## config.mk

```make
export PLATFORM = sky130hd
export DESIGN_NAME = mulseq_top
export DESIGN_NICKNAME = d
export VERILOG_FILES = /design/src/rtl/mulseq_pkg.sv /design/src/rtl/mulseq_step.sv /design/src/rtl/mulseq_sign.sv /design/src/rtl/mulseq_finish.sv /design/src/rtl/mulseq_top.sv
export SDC_FILE = /design/constraint.sdc
export NUM_CORES = 1
export LEC_CHECK = 0
export ABC_AREA = 1
export BUFFER_PORTS_ARGS = -buffer_cell sky130_fd_sc_hd__buf_2
export CAP_MARGIN = 20
export CORE_MARGIN = 10
export CORE_UTILIZATION = 55
export CTS_CLUSTER_SIZE = 10
export DETAILED_ROUTE_END_ITERATION = 12
export PLACE_DENSITY = 0.79
export SLEW_MARGIN = 40
export SYNTH_ARGS = -nofsm -noshare
export SYNTH_HDL_FRONTEND = slang
export SYNTH_SLANG_ARGS = --single-unit
```

## constraint.sdc

```tcl
create_clock -name clk -period 4.6 [get_ports clk]
set_input_delay 0.23 -clock clk [delete_from_list [all_inputs] [get_ports clk]]
set_output_delay 0.23 -clock clk [all_outputs]
set_load 0.1 [all_outputs]
```

## src/rtl/mulseq_pkg.sv

```systemverilog
package mulseq_pkg;
   typedef enum logic [1:0] {
      ST_IDLE = 2'd0,
      ST_RUN  = 2'd1,
      ST_FIN  = 2'd2
   } mulseq_state_e;
endpackage

```

## src/rtl/mulseq_step.sv

```systemverilog
// One sample-add-shift step: conditional add, then 2W-bit right shift with carry entering the top.
module mulseq_step #(
   parameter int W = 18
) (
   input  logic [W-1:0] ac_i,
   input  logic [W-1:0] mq_i,
   input  logic [W-1:0] mcand_i,
   output logic [W-1:0] ac_o,
   output logic [W-1:0] mq_o
);
   logic [W:0] sum;

   always_comb begin
      sum  = {1'b0, ac_i} + (mq_i[0] ? {1'b0, mcand_i} : '0);
      ac_o = sum[W:1];
      mq_o = {sum[0], mq_i[W-1:1]};
   end
endmodule

```

## src/rtl/mulseq_sign.sv

```systemverilog
// Latches mode and operand signs at start; produces the product sign and the final-complement enable.
module mulseq_sign (
   input  logic clk,
   input  logic rst_n,
   input  logic load,
   input  logic signed_mode,
   input  logic link_in,
   input  logic mult_msb,
   output logic mode_q,
   output logic tmp_sign,
   output logic prod_sign,
   output logic negate
);
   logic mq_sign;

   always_ff @(posedge clk or negedge rst_n) begin
      if (!rst_n) begin
         mode_q   <= 1'b0;
         tmp_sign <= 1'b0;
         mq_sign  <= 1'b0;
      end else if (load) begin
         mode_q   <= signed_mode;
         tmp_sign <= signed_mode & link_in;
         mq_sign  <= signed_mode & mult_msb;
      end
   end

   assign prod_sign = tmp_sign ^ mq_sign;
   assign negate    = mode_q & prod_sign;
endmodule

```

## src/rtl/mulseq_finish.sv

```systemverilog
// Final correction: optional ones' complement of the register pair and sign duplication.
module mulseq_finish #(
   parameter int W        = 18,
   parameter bit SIGN_DUP = 1'b1
) (
   input  logic [W-1:0] ac_i,
   input  logic [W-1:0] mq_i,
   input  logic         negate,
   input  logic         mode,
   input  logic         sign,
   output logic [W-1:0] ac_o,
   output logic [W-1:0] mq_o
);
   logic [W-1:0] ac_c;

   assign ac_c = negate ? ~ac_i : ac_i;
   assign mq_o = negate ? ~mq_i : mq_i;

   generate
      if (SIGN_DUP) begin : g_dup
         assign ac_o = mode ? {sign, sign, ac_c[W-3:0]} : ac_c;
      end else begin : g_single
         assign ac_o = mode ? {sign, ac_c[W-2:0]} : ac_c;
      end
   endgenerate
endmodule

```

## src/rtl/mulseq_top.sv

```systemverilog
module mulseq_top #(
   parameter int W     = 18,
   parameter int CNT_W = 6
) (
   input  logic             clk,
   input  logic             rst_n,
   input  logic             start,
   input  logic             signed_mode,
   input  logic [CNT_W-1:0] step_count,
   input  logic [W-1:0]     multiplier,
   input  logic [W-1:0]     mcand_mag,
   input  logic             link_in,
   output logic [W-1:0]     ac,
   output logic [W-1:0]     mq,
   output logic             link_out,
   output logic             busy,
   output logic             done
);
   import mulseq_pkg::*;

   generate
      if (W < 3) begin : g_bad_w
         $error("mulseq_top: W must be at least 3");
      end
      if ((1 << CNT_W) <= W) begin : g_bad_cnt
         $error("mulseq_top: CNT_W too narrow for a full-precision count");
      end
   endgenerate

   mulseq_state_e    st;
   logic [CNT_W-1:0] cnt_q;
   logic [CNT_W-1:0] cnt_inc;
   logic [W-1:0]     ac_q, mq_q, mcand_q;
   logic [W-1:0]     ac_step, mq_step, ac_fin, mq_fin;
   logic             link_q, done_q;
   logic             accept;
   logic             mode_q, tmp_sign, prod_sign, negate;

   assign accept  = start && (st == ST_IDLE);
   assign cnt_inc = cnt_q + CNT_W'(1);

   mulseq_step #(.W(W)) u_step (
      .ac_i(ac_q), .mq_i(mq_q), .mcand_i(mcand_q),
      .ac_o(ac_step), .mq_o(mq_step)
   );

   mulseq_sign u_sign (
      .clk(clk), .rst_n(rst_n), .load(accept),
      .signed_mode(signed_mode), .link_in(link_in),
      .mult_msb(multiplier[W-1]),
      .mode_q(mode_q), .tmp_sign(tmp_sign),
      .prod_sign(prod_sign), .negate(negate)
   );

   mulseq_finish #(.W(W), .SIGN_DUP(1'b1)) u_fin (
      .ac_i(ac_q), .mq_i(mq_q), .negate(negate), .mode(mode_q),
      .sign(prod_sign), .ac_o(ac_fin), .mq_o(mq_fin)
   );

   always_ff @(posedge clk or negedge rst_n) begin
      if (!rst_n) begin
         st      <= ST_IDLE;
         cnt_q   <= '0;
         ac_q    <= '0;
         mq_q    <= '0;
         mcand_q <= '0;
         link_q  <= 1'b0;
         done_q  <= 1'b0;
      end else begin
         done_q <= 1'b0;
         case (st)
            ST_IDLE: begin
               if (start) begin
                  ac_q    <= '0;
                  mq_q    <= (signed_mode && multiplier[W-1]) ? ~multiplier : multiplier;
                  mcand_q <= mcand_mag;
                  cnt_q   <= CNT_W'(0) - step_count;
                  link_q  <= signed_mode ? 1'b0 : link_in;
                  st      <= (step_count == '0) ? ST_FIN : ST_RUN;
               end
            end
            ST_RUN: begin
               ac_q  <= ac_step;
               mq_q  <= mq_step;
               cnt_q <= cnt_inc;
               if (cnt_inc == '0) st <= ST_FIN;
            end
            ST_FIN: begin
               ac_q   <= ac_fin;
               mq_q   <= mq_fin;
               done_q <= 1'b1;
               st     <= ST_IDLE;
            end
            default: st <= ST_IDLE;
         endcase
      end
   end

   assign ac       = ac_q;
   assign mq       = mq_q;
   assign link_out = link_q;
   assign busy     = (st != ST_IDLE);
   assign done     = done_q;
endmodule

```

==> flow_summary.ini <==
[sta]
tns_ns = 0
rsz0062_at_grt = no
finalSetupViolations = 0
fin_skew_ns = 0.01011
worst_pin_slew_ns = 0.7134
relSlewSlack_pct = 52.39
report.final.slew_viol_count = 0
hold_viol_final = 0
period_minus_slack_ns = 2.660
period_share_pct = 57.83
holdWs_ns = 0.07369
max_freq_ghz = 0.3759

[place]
hpwl_um = 9504
portBuffers = 85
place_congestion = 0.9188

[synthesis]
synthFlopType = dfrtp_1
synthTopCellsByArea = dfrtp_1, nand2_1, ha_1, inv_1, o21ai_0
yosysTopAreaCell = dfrtp_1
ys_ff_latch = 67
ys_seq_area_share_pct = 35.52
synth_cell_types = 35
synth_edf_count = 0
yosysWarnings = 0
synth_top_area_share_pct = 35.52
syn_inst = 680
synth_area_mm2 = 0.004720
avgSynthCellArea_um2 = 6.940
async_flop_share_pct = 100.0
synth.net_count = 752

[drt]
ant_nets = 0
drt_iter0_markers = 327
vias_per_cell = 5.389
wl_per_cell_um = 14.79
drc = 0
vias = 4667
totalWireLength_um = 12810
drt_pass1_iterations = 5

[final_layout]
area_growth_syn_to_layout_pct = 14.18
nFillCells = 741
diodes = 0
layout-drive-gt1-share_pct = 17.08
final_net_count = 828

[cts]
cts_setup_buffers = 0
cts.repair.resized = 0
clockRootBuffer = clkbuf_8
clkTransAtPathRegs_ns = 0.08
cts_sinks = 67
hold_buffers = 1
cts.path.max_buffers = 2
cts_inserted_buffers = 9
clk_latency_ns = 0.35
h-tree-depth = 3
cts_tree = yes

[global_route]
grtUsageMet1_pct = 27.66
antenna_found_initial = 0
grt_pass1_vias = 4448
track_usage_pct = 19.82
met2_usage_pct = 30.15
grt_pass1_wl_um = 21380
gr-total-overflow = 0
grt_max_degree = 68
use_met3_pct = 4.686
grt.busiest_layer = met2

[floorplanning]
die_area_mm2 = 0.01269
fp-row-count = 33
die_width_um = 112.6
core_mm2 = 0.008299
initial_utilization_pct = 56.87
die_h_um = 112.6
pin_count = 86

[power]
irDropWorstVdd_mv = 0.5985
power_density_mw_per_mm2 = 803.9
power.leakage_nw = 3.068

[critical_path]
required_ns = 4.86
path_class = reg2reg
crit_fanout = 36
worstPathArrival_ns = 2.93
cp-start-kind = flip-flop
endpoint_kind = flip-flop

[outcome]
outcome = complete, no violations

[min_path]
hold_path.class = in2reg

[run]
cap_violations = 0
registers in the layout, summed over array words and instances (netlist names):
| name | flops |
|---|---|
| done | 1 |
| u_sign.mq_sign | 1 |
| link_out | 1 |
| u_sign.tmp_sign | 1 |
| mq | 18 |
| u_sign.mode_q | 1 |
| ac | 18 |
| cnt_q | 6 |
| st | 2 |
| mcand_q | 18 |
placed cells by master (no fill, tap or decap), types with 2 or more instances in the layout:
master	instances
clkbuf_8	10
dfrtp_1	67
nand2_2	2
o211ai_1	2
nand3_1	28
nand3b_1	6
inv_2	5
nand2_1	260
o211ai_2	9
buf_4	3
a22oi_1	2
clkinv_2	3
o22ai_1	20
xor2_1	13
nor2_1	34
o21ai_0	32
a22o_1	2
a21oi_1	26
or2_2	7
a31oi_1	9
xnor2_1	9
o21ai_1	10
nor3_1	6
buf_2	85
inv_1	75
ha_1	24
worst max-delay path, stage by stage, from the launching register on:
cell      delay [ns]
dfrtp_1         0.42
inv_1           0.09
ha_1            0.24
nand2_1         0.13
buf_4           0.24
inv_2           0.32
a21oi_2         0.14
o21ai_2         0.28
buf_4           0.42
o211ai_1        0.16
o21ai_0         0.11
power by group:
group          internal (mW)  total, mW  switching (mW)
Sequential             0.840       1.05           0.210
Combinational          0.678       2.79            2.11
Clock                  0.263      0.497           0.234
cell families after synthesis:
group	share of synthesized area, %
and+or+nand+nor	29.56
DFF	35.52
xor gates and xnor gates	4.083
buffers and inverters	9.066
adders and majority gates	6.787
AOI/OAI and AO/OA	14.98
metrics by stage:
step                setup WS [ns]  std cells  power [mW]  util (%)  area, um2
floorplan                   1.784        680       3.309         -       4720
global placement            2.147        849       3.775     62.40       5179
detailed placement          2.003        849       3.827     62.48       5185
CTS                         1.996        866       4.327     64.93       5389
global route                1.753        866       4.643     64.93       5389
finish                      1.940        866       4.332     64.93       5389
layer usage:
metal,part of all wire (%),vias to the layer above
met5,0,-
met4,1.1,0
met3,8.7,11
met2,44,210
met1,46,2107
li1,-,2339
layout make-up:
cell class	instances	area, um2	share of cell area (%)
clock buffer	11	141.4	2.624
clock inverter	5	52.55	0.9752
inverter	80	300.3	5.572
multi-input combinational	508	2618	48.57
sequential	67	1677	31.11
tap	105	131.4	2.438
timing repair buffer	90	469.2	8.707
synth_stat cells (2+ instances only):
| master | count |
|---|---|
| nand3_1 | 28 |
| o21ai_1 | 10 |
| dfrtp_1 | 67 |
| nor3_1 | 6 |
| o211ai_2 | 9 |
| buf_2 | 3 |
| buf_4 | 3 |
| nand2_1 | 261 |
| o211ai_1 | 2 |
| xor2_1 | 13 |
| o21ai_0 | 32 |
| ha_1 | 24 |
| nor2_1 | 34 |
| a22o_1 | 2 |
| or2_2 | 7 |
| inv_2 | 4 |
| nand3b_1 | 6 |
| clkbuf_1 | 14 |
| a21oi_1 | 26 |
| a22oi_1 | 2 |
| xnor2_1 | 9 |
| inv_1 | 76 |
| o22ai_1 | 20 |
| a31oi_1 | 9 |
| buf_1 | 3 |
worst paths after layout:
path,slack (ns),cells after the start,end,start
worst max-delay path,1.94,10,mq[4]$_DFFE_PN0P_,st[0]$_DFFE_PN0P_
worst min-delay path,0.07,3,mcand_q[17]$_DFFE_PN0P_,mcand_mag[17]
worst max register to register,1.94,10,mq[4]$_DFFE_PN0P_,st[0]$_DFFE_PN0P_
worst min register to register,0.48,2,mcand_q[7]$_DFFE_PN0P_,mcand_q[7]$_DFFE_PN0P_
max in group asynchronous,3.65,3,mcand_q[12]$_DFFE_PN0P_,rst_n
min in group asynchronous,0.50,3,cnt_q[5]$_DFFE_PN0P_,rst_n
Power figures use the tool's default switching activity.
